<file path="src/rtl/chan_pair_alloc.sv">
module chan_pair_alloc #(
  parameter int POOL_CHANNELS = 10,
  parameter int MAX_REQ       = 10,
  parameter int REQ_W         = 4
) (
  input  logic                 clk,
  input  logic                 rst_n,
  input  logic                 req_valid,
  input  logic [REQ_W-1:0]     req_count,
  input  logic                 rel_valid,
  input  logic [1:0]           rel_index,
  input  logic [2:0]           run_start,
  input  logic [2:0]           run_stop,
  input  logic [2:0]           err_set,
  output logic                 rsp_grant,
  output logic                 rsp_busy,
  output logic                 rsp_cap_err,
  output logic [1:0]           rsp_index,
  output logic [2:0]           ctx_busy,
  output logic [2:0]           ctx_run,
  output logic [2:0]           ctx_err,
  output logic [3*$clog2(POOL_CHANNELS+1)-1:0] ctx_count,
  output logic [$clog2(POOL_CHANNELS+1)-1:0]   pool_avail
);
  localparam int CW   = $clog2(POOL_CHANNELS + 1);
  localparam int NCTX = 3;

  logic [2:0]    busy_q, run_q, err_q;
  logic [CW-1:0] cnt_q [NCTX];
  logic [CW-1:0] pool_q;

  logic          rel_hit;
  logic [2:0]    rel_mask;
  logic [CW-1:0] rel_cnt;
  logic [2:0]    busy_mid;
  logic [CW-1:0] pool_mid;
  logic [2:0]    pick_mask;
  logic [1:0]    pick_idx;
  logic          none_free, count_ok, fits;
  logic          do_grant, do_busy, do_cap;
  logic [2:0]    grant_mask;

  always_comb begin
    rel_hit = 1'b0;
    rel_cnt = '0;
    case (rel_index)
      2'd0: begin rel_hit = rel_valid && busy_q[0]; rel_cnt = cnt_q[0]; end
      2'd1: begin rel_hit = rel_valid && busy_q[1]; rel_cnt = cnt_q[1]; end
      2'd2: begin rel_hit = rel_valid && busy_q[2]; rel_cnt = cnt_q[2]; end
      default: begin rel_hit = 1'b0; rel_cnt = '0; end
    endcase
    if (!rel_hit) rel_cnt = '0;
  end

  assign rel_mask = rel_hit ? (3'b001 << rel_index) : 3'b000;
  assign busy_mid = busy_q & ~rel_mask;
  assign pool_mid = pool_q + rel_cnt;

  always_comb begin
    pick_mask = 3'b000;
    pick_idx  = 2'd0;
    none_free = 1'b0;
    if (!busy_mid[0]) begin
      pick_mask = 3'b001; pick_idx = 2'd0;
    end else if (!busy_mid[2]) begin
      pick_mask = 3'b100; pick_idx = 2'd2;
    end else if (!busy_mid[1]) begin
      pick_mask = 3'b010; pick_idx = 2'd1;
    end else begin
      none_free = 1'b1;
    end
  end

  assign count_ok   = (req_count != '0) && (32'(req_count) <= MAX_REQ);
  assign fits       = 32'(req_count) <= 32'(pool_mid);
  assign do_busy    = req_valid && none_free;
  assign do_cap     = req_valid && !none_free && !(count_ok && fits);
  assign do_grant   = req_valid && !none_free && count_ok && fits;
  assign grant_mask = do_grant ? pick_mask : 3'b000;

  always_ff @(posedge clk) begin
    if (!rst_n) begin
      busy_q      <= '0;
      run_q       <= '0;
      err_q       <= '0;
      pool_q      <= CW'(POOL_CHANNELS);
      rsp_grant   <= 1'b0;
      rsp_busy    <= 1'b0;
      rsp_cap_err <= 1'b0;
      rsp_index   <= 2'd0;
    end else begin
      busy_q      <= busy_mid | grant_mask;
      run_q       <= (run_q | (run_start & busy_q)) & ~run_stop & ~rel_mask;
      err_q       <= (err_q | (err_set & busy_q)) & ~rel_mask;
      pool_q      <= pool_mid - (do_grant ? CW'(req_count) : CW'(0));
      rsp_grant   <= do_grant;
      rsp_busy    <= do_busy;
      rsp_cap_err <= do_cap;
      rsp_index   <= do_grant ? pick_idx : 2'd0;
    end
  end

  for (genvar i = 0; i < NCTX; i++) begin : g_ctx
    always_ff @(posedge clk) begin
      if (!rst_n)              cnt_q[i] <= '0;
      else if (grant_mask[i])  cnt_q[i] <= CW'(req_count);
      else if (rel_mask[i])    cnt_q[i] <= '0;
    end
    assign ctx_count[i*CW +: CW] = cnt_q[i];
  end

  assign ctx_busy   = busy_q;
  assign ctx_run    = run_q;
  assign ctx_err    = err_q;
  assign pool_avail = pool_q;
endmodule

</file>
<file path="config.mk">
export PLATFORM = sky130hd
export DESIGN_NAME = chan_pair_alloc
export DESIGN_NICKNAME = d
export VERILOG_FILES = /design/src/rtl/chan_pair_alloc.sv
export SDC_FILE = /design/constraint.sdc
export NUM_CORES = 1
export LEC_CHECK = 0
export BUFFER_PORTS_ARGS = -buffer_cell sky130_fd_sc_hd__buf_4
export CORE_AREA = 8 8 74 76
export DETAILED_ROUTE_END_ITERATION = 16
export DIE_AREA = 0 0 82 84
export GPL_ROUTABILITY_DRIVEN = 0
export PLACE_DENSITY = 0.59
export RECOVER_POWER = 100
export SLEW_MARGIN = 20
export SYNTH_ARGS = -nofsm -noshare
export SYNTH_HDL_FRONTEND = slang
export SYNTH_SLANG_ARGS = --single-unit
</file>
<file path="constraint.sdc">
create_clock -name clk -period 5.9 [get_ports clk]
set_input_delay 1.18 -clock clk [delete_from_list [all_inputs] [get_ports clk]]
set_output_delay 1.18 -clock clk [all_outputs]
set_load 0.02 [all_outputs]
</file>
==> Yosys cells after proc, flatten, opt, wreduce, memory -nomap -nowiden <==
Memories as Yosys holds them, arrays and structs flattened.
Cells that the tools add are included.
{ "word_totals": {"register_bits": 18, "inputBits": 19, "out_inout_bits": 30, "ram_bits": 12, "memories": 1, "elab_cells": 92} }
{ "classes": {"reduce_logical": 16, "order_cmp": 2, "mux": 42, "n_eq_ne": 2, "n_addsub": 2, "n_shift": 1, "n_bitwise": 17} }
{ "memory_table": {"columns": ["name", "words", "word_bits", "read_ports", "rd_ports_with_merged_regs", "wr", "line_no", "rtl"], "rows": [
  ["cnt_q", 3, 4, 3, 0, 3, "29", "logic [CW-1:0] cnt_q [NCTX];"]
]} }
{ "ops": {"columns": ["operator", "n"], "rows": [
  ["two-way mux 4 bit", 8],
  ["two-way mux 1 bit", 26],
  ["AND 3 bit", 6],
  ["two-way mux 3 bit", 4],
  ["case mux 4 bit (3 select lines)", 1],
  ["logical AND 1 bit", 10],
  ["bitwise OR 3 bit", 3],
  ["inverter 3 bit", 2],
  ["bitwise OR 1 bit", 6],
  ["adder 4 bit", 1],
  ["<= comparator 4 bit", 1],
  ["<= comparator 4 bit, second input constant", 1],
  ["two-way mux 2 bit", 2],
  ["AND reduction 4 bit", 1],
  ["nonzero test 4 bit", 1],
  ["subtractor 4 bit", 1],
  ["case mux 1 bit (3 select lines)", 1],
  ["AND reduction 3 bit", 1],
  ["<< shifter 1 x 2 -> 3 bit, first input constant", 1],
  ["== test 2 x 1 -> 1 bit, second input constant", 1],
  ["== test 2 bit, second input constant", 1],
  ["zero test 1 bit", 2],
  ["zero test 2 bit", 1]
]} }

==> Longest topological paths before layout <==
Gate-level depths: netlist of the first run.
{ "depth": {"ltp_word": 18, "mapped_depth": 24, "mapped_depth_nobuf": 23} }

==> Least setup slack after synthesis of the first run <==
No wires, ideal clock.
{ "synth_path": {"kind": "input port to flip-flop", "from": "in rel_index[1]", "to": "reg pool_q[3] (netlist: pool_avail[3])", "setup_slack_ns": 0.767, "stages": 24, "setup_ns": 0.121, "arrival_ns": 5.012, "required_time_ns": 5.779, "n_path_buf": 1, "path_cell_list": "inv_1 > ha_1 > buf_6 > a22o_4 > o211a_1 > nand2_1 > inv_1 > ha_1 > a21o_1 > a21oi_1 > xnor2_1 > xnor2_2 > ha_1 > nand2_1 > o21bai_1 > o2bb2ai_1 > and3_1 > and2_1 > ha_1 > inv_1 > a21o_1 > a21oi_1 > xnor2_1 > mux2_4"} }
{ "synth_via": {"elab_chain_len": 14, "word_cells_on_any_way": 21, "classes_between": "add/sub (2); order compare (1); eq/ne (2); shift (1); mux (8); bitwise (2); reduce/logical (5)"} }
{ "synth_rtl": {"columns": ["item", "line_no", "rtl"], "rows": [
  ["from (decl)", "11", "input logic [1:0] rel_index,"],
  ["branches (longest 13 deep; another with adder 4 bit)", null, null],
  ["subtractor 4 bit (*)", "95", "pool_q <= pool_mid - (do_grant ? CW'(req_count) : CW'(0));"],
  ["to (signal assigned)", "86", "pool_q <= CW'(POOL_CHANNELS);"],
  ["to (signal assigned)", "95", null],
  ["to (decl)", "30", "logic [CW-1:0] pool_q;"]
]} }
Mark *: on every way between the ends.
A chain may end at the register's enable or synchronous reset.

==> Final worst setup path of the first run <==
Same ends and word-level chain as after synthesis.

==> flow_metrics.tcl, run 1 <==
set metrics [dict create \
    critical_path_class "input pin to flop" \
    rsz0062_at_grt "no" \
    cp_cell_sequence "clkbuf_1 -> inv_1 -> ha_1 -> a22o_4 -> o211ai_1 -> nor2_1 -> ha_1 -> a21o_1 -> a21oi_1 -> xnor2_1 -> xnor2_2 -> ha_1 -> nand2_1 -> o21bai_1 -> o2bb2ai_1 -> and3_1 -> and2_0 -> ha_1 -> inv_1 -> a21o_1 -> a21oi_1 -> xnor2_1 -> mux2_4" \
    root_buffer "clkbuf_8" \
    max_stage_delay_ps 330 \
    grt_pass1_wl_um 7150 \
    crit_required_ps 6070 \
    dp_hpwl_um 3570 \
    track_usage_pct 13.3 \
    numCtsBuffers 5 \
    syn-cell-area_um2 1690 \
    ys_types 39 \
    synth_warnings 0 \
    finalCriticalPeriod_ps 5340 \
    final_common_cell "clkbuf_1" \
    grt_overflow 0 \
    worst_slew_pin_slew_ps 506 \
    p_per_area_nw_per_um2 315 \
    hold_viol 0 \
    fin_nets 251 \
    drt_pass1_iterations 5 \
    diodes 0 \
    r2r_cells 21 \
    final-max-slew-violation-count 0 \
    rows 24 \
    cap_violations 0 \
    critPathSlowestCell "o211ai_1" \
    hp-start "ctx_err[1]" \
    clk_latency_ps 280 \
    status "finished, final reports clean" \
    maxSlewHeadroom_pct 66.2 \
    fin_ws_ps 561 \
    io_buffers 48 \
    p_leak_nw 0.892 \
    viasPerCell 5.10 \
    rrSetupSlack_ps 1610 \
    critPathLaunch "rel_index[1]" \
    crit_path_start_kind "input pin" \
    holdCritPathClass "flop to flop" \
    ir_drop_uv 172 \
    fmax_mhz 187 \
    postRouteAntennaNets 0 \
    clk_pin_slew_ps 60 \
    period_share_pct 90.5 \
    grt_pass1_vias 1473 \
    area_growth_pct 19.3 \
    critPathArrivalTime_ps 5510 \
    critical_path_peak_fanout 8 \
    grt_max_degree 17 \
    vias 1373 \
    cts_hold_buf 0 \
    skew_ps 6.28 \
    drtIter0Drc 68 \
    ys_seq_elements 30 \
    cts_tree "built" \
    antenna_found_initial 0 \
    hold_depth 2 \
    die_area_um2 6890 \
    drive_gt1_share_pct 13.8 \
    syn-num-nets 199 \
    clockBufferDepth 2 \
    die_w_um 82 \
    cts_max_level 2 \
    syn-mean-instance-area_um2 10.3 \
    setup_viol 0 \
    r2r-end "pool_avail[3]" \
    pin_count 49 \
    core_um2 4260 \
    final_cell_mix "32 x clkbuf_1, 19 x nand2_1, 18 x dfxtp_1" \
    die_h_um 84 \
    crit_path_end_kind "flop" \
    yosysSeqAreaShare_pct 42.7 \
    synth_cells 164 \
    cts_resized 0 \
    post-route-drc-count 0 \
    wire_per_inst_um 16.5 \
    hold_end "ctx_err[1]" \
    cpMostUsedCell "ha_1" \
    place_ws_ps 337 \
    post_cts_buffers 0 \
    start_util_pct 39.6 \
    reg2reg_from "ctx_busy[0]" \
    cts.sinks 30 \
    finalSetupTns_ps 0 \
    totalWireLength_um 4440 \
]
## worst max-delay path, delay by kind of cell
kind | cells | cell delay, ps
compound gates | 8 | 1590
fa+ha+maj | 4 | 960
simple gates | 4 | 660
xor+xnor | 3 | 530
mux | 1 | 320
buf+inv | 3 | 270
## cell type report
cell class / count / area [um^2]
Multi-Input combinational cell: 118 / 855
Sequential cell: 30 / 721
Tap cell: 52 / 65.1
Timing Repair Buffer: 48 / 244
Inverter: 13 / 48.8
Fill cell: 460 / 2250
Clock inverter: 2 / 8.76
Clock buffer: 6 / 72.6
## worst max path at each step
| stage | slack (ps) | endpoint | depth (start not counted) |
|---|---|---|---|
| final | 560 | pool_avail[3] | 23 |
| after global routing | 240 | pool_avail[3] | 24 |
| after CTS | 610 | pool_avail[3] | 24 |
| after detailed placement | 340 | pool_avail[3] | 24 |
| after global placement | 480 | pool_avail[3] | 24 |
| after floorplan | 770 | pool_avail[3] | 24 |
## Yosys cell counts
| cell | instances | area share (%) |
|---|---|---|
| clkbuf_1 | 1 | 0.22 |
| a21boi_0 | 2 | 0.89 |
| o2111ai_1 | 1 | 0.52 |
| and4_4 | 1 | 0.67 |
| mux2_4 | 1 | 0.89 |
| a222oi_1 | 3 | 1.8 |
| or2_2 | 1 | 0.37 |
| nand3_1 | 3 | 0.89 |
| fa_1 | 2 | 2.4 |
| nor2_1 | 8 | 1.8 |
| nand2_2 | 1 | 0.37 |
| inv_1 | 13 | 2.9 |
| nor3b_2 | 1 | 0.74 |
| a21oi_1 | 9 | 2.7 |
| ha_1 | 14 | 10 |
| nor3_1 | 4 | 1.2 |
| nand2_1 | 18 | 4.0 |
| o211ai_4 | 1 | 1.3 |
| buf_8 | 1 | 0.89 |
| a21bo_2 | 1 | 0.59 |
| edfxtp_1 | 12 | 21 |
| xnor2_1 | 4 | 2.1 |
| a21o_1 | 5 | 2.2 |
| buf_6 | 1 | 0.67 |
| a22oi_1 | 1 | 0.44 |
| o21ai_0 | 1 | 0.30 |
| and3_1 | 2 | 0.74 |
| a22o_4 | 1 | 1.0 |
| o2bb2ai_1 | 1 | 0.52 |
| or4_1 | 1 | 0.44 |
| o211a_1 | 1 | 0.59 |
| o21bai_1 | 2 | 0.89 |
| dfxtp_1 | 18 | 21 |
| and2_1 | 16 | 5.9 |
| and3_4 | 3 | 2.0 |
| nor2b_1 | 5 | 1.9 |
| nor2_2 | 1 | 0.37 |
| o21a_1 | 2 | 0.89 |
| xnor2_2 | 1 | 0.96 |
## through the flow
step,area [um^2],power [W],utilization [%],hold slack (ps),cells
3_5_place_dp,2080,0.000508,48.9,466,261
6_report,2010,0.000635,47.2,472,269
3_3_place_gp,2080,0.000500,48.9,456,261
5_1_grt,2010,0.000678,47.2,519,269
2_1_floorplan,1690,0.000426,-,571,164
4_1_cts,2160,0.000666,50.8,485,269
## sequential cells by signal (all words and copies together), names as in the netlist
signal and flops:
rsp_index 2, rsp_grant 1, rsp_busy 1, rsp_cap_err 1, pool_avail 4, cnt_q 12
ctx_busy 3, ctx_err 3, ctx_run 3
## where the power goes
part           internal (W)  switching [W]
registers          0.000241      0.0000175
clock network     0.0000809      0.0000761
logic             0.0000936       0.000126
## metal layers
metal | share of wire, % | up-vias | wire length [um] | global-route usage, %
met3 | 7.4 | 6 | 330 | 4.85
li1 | - | 678 | - | -
met4 | 1.2 | 0 | 55 | 3.83
met2 | 50 | 37 | 2220 | 22.6
met1 | 41 | 652 | 1840 | 14.8
met5 | 0 | - | 0 | 0
## cell families (layout without fill, tap and decap cells)
logic type,after synthesis,after routing,share of synthesized area (%)
AO/OA/AOI/OAI,31,31,14.6
buffers and inverters,16,69,4.67
adder cells (fa/ha/maj),16,16,12.8
flip-flops,30,30,42.7
multiplexers,1,1,0.889
XOR/XNOR,5,5,3.04
AND/OR/NAND/NOR,65,65,21.3
(Power assumes the default switching activity.)
==> run 2, diff against run 1 <==
CORE_AREA = 8 8 78 80   (was 8 8 74 76)
DIE_AREA = 0 0 86 88   (was 0 0 82 84)
PLACE_DENSITY = 0.54   (was 0.59)
==> run 2 against run 1 <==
  * Cell count rose by 6.7%
  * Count of clock-buffer cells in the layout is 1 higher
  * Sequential power is essentially flat
  * First-iteration DRC count increased by 2.9%
  * Sequential cell count is the same
  * Critical path depth is the same
  * Hold slack worse by 2.1 ps
  * Critical path type unchanged
  * Utilization decreased by 5.3 points
  * Sequential share of layout area down 0.78 points
==> flow_metrics.tcl, run 2 (same netlist as run 1, synthesis figures left out) <==
set metrics [dict create \
    largest_reg_flops 12 \
    critPathArrivalTime_ps 5500 \
    area_growth_pct 22.0 \
    viasPerCell 4.56 \
    hold_depth 2 \
    rows 26 \
    post-route-drc-count 0 \
    fin_nets 251 \
    ir_drop_uv 152 \
    critical_path_class "input pin to flop" \
    period_share_pct 90.4 \
    clockBufferDepth 2 \
    holdCritPathClass "flop to flop" \
    vias 1309 \
    p_leak_nw 0.901 \
    setup_viol 0 \
    fmax_mhz 187 \
    postRouteAntennaNets 0 \
    crit_path_end_kind "flop" \
    worst_slew_pin_slew_ps 490 \
    crit_path_start_kind "input pin" \
    dp_hpwl_um 3350 \
    root_buffer "clkbuf_8" \
    cp_cell_sequence "clkbuf_1 -> inv_1 -> ha_1 -> a22o_4 -> o211ai_1 -> nor2_1 -> ha_1 -> a21o_1 -> a21oi_1 -> xnor2_1 -> xnor2_2 -> ha_1 -> nand2_1 -> o21bai_1 -> o2bb2ai_1 -> and3_1 -> and2_0 -> ha_1 -> inv_1 -> a21o_1 -> a21oi_1 -> xnor2_1 -> mux2_4" \
    grt_pass1_wl_um 6780 \
    finalSetupTns_ps 0 \
    drt_pass1_iterations 6 \
    start_util_pct 34.4 \
    wire_per_inst_um 15.2 \
    die_w_um 86 \
    maxSlewHeadroom_pct 67.3 \
    totalWireLength_um 4360 \
    io_buffers 48 \
    r2r_cells 21 \
    grt_pass1_vias 1347 \
    track_usage_pct 11.7 \
    cts_hold_buf 0 \
    crit_required_ps 6070 \
    path_delay_family "compound AO/OA/AOI/OAI gates" \
    drive_gt1_share_pct 14.3 \
    clk_latency_ps 280 \
    final_cell_mix "32 x clkbuf_1, 19 x nand2_1, 18 x dfxtp_1" \
    numCtsBuffers 5 \
    cp.depth 23 \
    skew_ps 8.00 \
    grt_overflow 0 \
    critPathBufInv 3 \
    cts_max_level 2 \
    final_common_cell "clkbuf_1" \
    core_um2 4910 \
    rrSetupSlack_ps 1630 \
    cts_tree "built" \
    die_h_um 88 \
    rsz0062_at_grt "no" \
    status "finished, final reports clean" \
    grt_max_degree 17 \
    dp.cells 279 \
    fin_cells 287 \
    p_per_area_nw_per_um2 322 \
    critPathSlowestCell "o211ai_1" \
    hold_viol 0 \
    cpMostUsedCell "ha_1" \
    critical_path_peak_fanout 8 \
    cts.sinks 30 \
    cap_violations 0 \
    finalCriticalPeriod_ps 5330 \
    antenna_found_initial 0 \
    max_stage_delay_ps 360 \
    clk_pin_slew_ps 70 \
    die_area_um2 7570 \
    final-max-slew-violation-count 0 \
    largest_register "cnt_q" \
    pin_count 49 \
    drtIter0Drc 70 \
    diodes 0 \
    post_cts_buffers 0 \
    cts_resized 0 \
]
run 2: layout make-up:
type                       instances  area, um^2
inverter                          13        48.8
timing repair buffer              48         244
sequential                        30         721
tap                               70        87.6
multi-input combinational        118         855
clock buffer                       7        97.6
fill                             528        2850
clock inverter                     1        6.26
run 2: report_power, final:
part / switching, W / internal, W / leakage (nW)
Clock: 0.0000800 / 0.000109 / 0.0539
Sequential: 0.0000166 / 0.000241 / 0.272
Combinational: 0.000125 / 0.0000925 / 0.575
run 2: path summary, 6_finish.rpt:
kind                startpoint            end
setup / recovery  rel_index[1]  pool_avail[3]
hold / removal      ctx_err[1]     ctx_err[1]
setup reg to reg   ctx_busy[0]  pool_avail[3]
hold reg to reg     ctx_err[1]     ctx_err[1]
run 2: tightest hold or removal path: cells and delay by family, from the launching register on:
family          cells  cell delay, ps
flops               1             330
compound gates      1              40
simple gates        1              70
run 2: through the flow:
| step | setup WS (ps) | total power (W) | utilization [%] | hold slack (ps) | area [um^2] |
|---|---|---|---|---|---|
| after floorplan | 767 | 0.000426 | - | 571 | 1690 |
| after global placement | 376 | 0.000505 | 42.9 | 460 | 2110 |
| after detailed placement | 319 | 0.000504 | 42.9 | 467 | 2110 |
| after CTS | 608 | 0.000695 | 45.0 | 483 | 2210 |
| after global routing | 185 | 0.000704 | 41.9 | 515 | 2060 |
| final | 566 | 0.000663 | 41.9 | 470 | 2060 |
run 2: metal layers:
metal | GRT usage [%] | vias up | part of all wire (%)
met3 | 4.03 | 5 | 5.8
li1 | - | 671 | -
met5 | 0 | - | 0
met4 | 3.82 | 0 | 1.4
met1 | 13.6 | 603 | 47
met2 | 19.5 | 30 | 46
==> run 3, diff against run 2 <==
CAP_MARGIN = 20   (was not set)
CORE_AREA = 8 8 71 73   (was 8 8 78 80)
DIE_AREA = 0 0 79 81   (was 0 0 86 88)
PLACE_DENSITY = 0.64   (was 0.54)
==> run 3 against run 2 <==
  * Clock skew shrank 0.63 ps
  * First-iteration DRC count up 40%
  * Power fell by 2.5%
  * Fmax up 0.12%
  * Sequential share of layout area up 0.78 points
  * Critical path type unchanged
  * Largest power group unchanged
  * Highest routed layer unchanged
==> flow_metrics.tcl, run 3 (same netlist as run 1, synthesis figures left out) <==
set metrics [dict create \
    status "finished, final reports clean" \
    drtIter0Drc 98 \
    die_w_um 79 \
    grt_pass1_wl_um 6730 \
    use_met2_pct 22.8 \
    largest_register "cnt_q" \
    reg2reg_from "ctx_busy[0]" \
    r2r_cells 21 \
    start_util_pct 43.1 \
    area_growth_pct 19.3 \
    critical_path_peak_fanout 9 \
    worst_slew_pin_slew_ps 589 \
    clk_pin_slew_ps 60 \
    setup_viol 0 \
    fin_nets 251 \
    clk_latency_ps 280 \
    cts_resized 0 \
    rsz0062_at_grt "no" \
    post_cts_buffers 0 \
    fmax_mhz 188 \
    final_cell_mix "32 x clkbuf_1, 19 x nand2_1, 18 x dfxtp_1" \
    die_h_um 81 \
    clockBufferDepth 2 \
    final-max-slew-violation-count 0 \
    crit_path_end_kind "flop" \
    crit_path_start_kind "input pin" \
    post-route-drc-count 0 \
    skew_ps 7.38 \
    grt_max_degree 17 \
    p_per_area_nw_per_um2 321 \
    critical_path_class "input pin to flop" \
    fin_cells 267 \
    hp-start "ctx_err[1]" \
    viasPerCell 5.15 \
    numCtsBuffers 5 \
    rows 23 \
    p_leak_nw 0.890 \
    core_um2 3910 \
    critPathLaunch "rel_index[0]" \
    vias 1376 \
    grt.busiest_layer "met2" \
    drt_pass1_iterations 4 \
    drive_gt1_share_pct 14.3 \
    crit_required_ps 6070 \
    finalCriticalPeriod_ps 5330 \
    root_buffer "clkbuf_8" \
    cts_hold_buf 0 \
    cts.sinks 30 \
    critPathArrivalTime_ps 5490 \
    final_common_cell "clkbuf_1" \
    grt_use_met1_pct 15.1 \
    cts_tree "built" \
    cap_violations 0 \
    wire_per_inst_um 16.1 \
    dp.cells 259 \
    holdCritPathClass "flop to flop" \
    grt_overflow 0 \
    finalSetupTns_ps 0 \
    hold_viol 0 \
    ir_drop_uv 177 \
    hold_depth 2 \
    totalWireLength_um 4300 \
    maxSlewHeadroom_pct 60.6 \
    diodes 0 \
    largest_reg_flops 12 \
    met3_usage_pct 4.97 \
    cts_max_level 2 \
    grt_pass1_vias 1432 \
    die_area_um2 6400 \
    antenna_found_initial 0 \
    pin_count 49 \
    io_buffers 48 \
    period_share_pct 90.3 \
    postRouteAntennaNets 0 \
    track_usage_pct 13.5 \
    dp_hpwl_um 3510 \
]
==> run 3: cell types whose count changed in the layout (fill, tap and decap cells not counted) <==
cell	delta
a22o_2	+1
a22o_4	-1
and2_0	-1
and2_1	+1
clkbuf_16	-1
clkbuf_8	+1
clkinv_2	+1
inv_4	-1
==> run 3: through the flow <==
| stage | worst slack, ps | area, um^2 | hold slack (ps) | util [%] | total power, W |
|---|---|---|---|---|---|
| after floorplan | 767 | 1690 | 571 | - | 0.000426 |
| after global placement | 493 | 2080 | 452 | 53.2 | 0.000499 |
| after detailed placement | 363 | 2080 | 481 | 53.2 | 0.000506 |
| after CTS | 626 | 2170 | 496 | 55.5 | 0.000679 |
| after global routing | 290 | 2010 | 538 | 51.5 | 0.000691 |
| final | 573 | 2010 | 491 | 51.5 | 0.000647 |
==> run 3: per-layer routing <==
metal / up-vias / wire length [um]
met4: 0 / 43
met5: - / 0
met2: 53 / 2160
met1: 644 / 1810
met3: 6 / 289
li1: 673 / -
==> run 3: worst paths after layout <==
| check | slack (ps) | to |
|---|---|---|
| max | 570 | pool_avail[3] |
| min | 490 | ctx_err[1] |
| max reg2reg | 1610 | pool_avail[3] |
| min reg2reg | 490 | ctx_err[1] |
==> run 3: cell type report <==
cell class	instances	area (um^2)
clock buffers	7	86.3
flip-flops and latches	30	721
well taps	50	62.6
multi-input cells	118	847
fillers	415	1900
clock inverters	1	5.00
inverters	13	48.8
repair buffers	48	244
==> run 3: critical path, stage by stage <==
cell	delay, ps
clkbuf_1	120
inv_1	80
ha_1	320
a22o_2	270
o211ai_1	340
nor2_1	110
ha_1	210
a21o_1	170
a21oi_1	160
xnor2_1	190
xnor2_2	170
ha_1	280
nand2_1	90
o21bai_1	110
o2bb2ai_1	180
and3_1	290
and2_1	150
ha_1	180
inv_1	50
a21o_1	170
a21oi_1	180
xnor2_1	160
mux2_4	310
==> run 3: power breakdown <==
| group | internal, W | total (W) | switching, W |
|---|---|---|---|
| combinational | 0.0000932 | 0.000220 | 0.000127 |
| sequential | 0.000241 | 0.000258 | 0.0000173 |
| clock | 0.0000939 | 0.000169 | 0.0000750 |
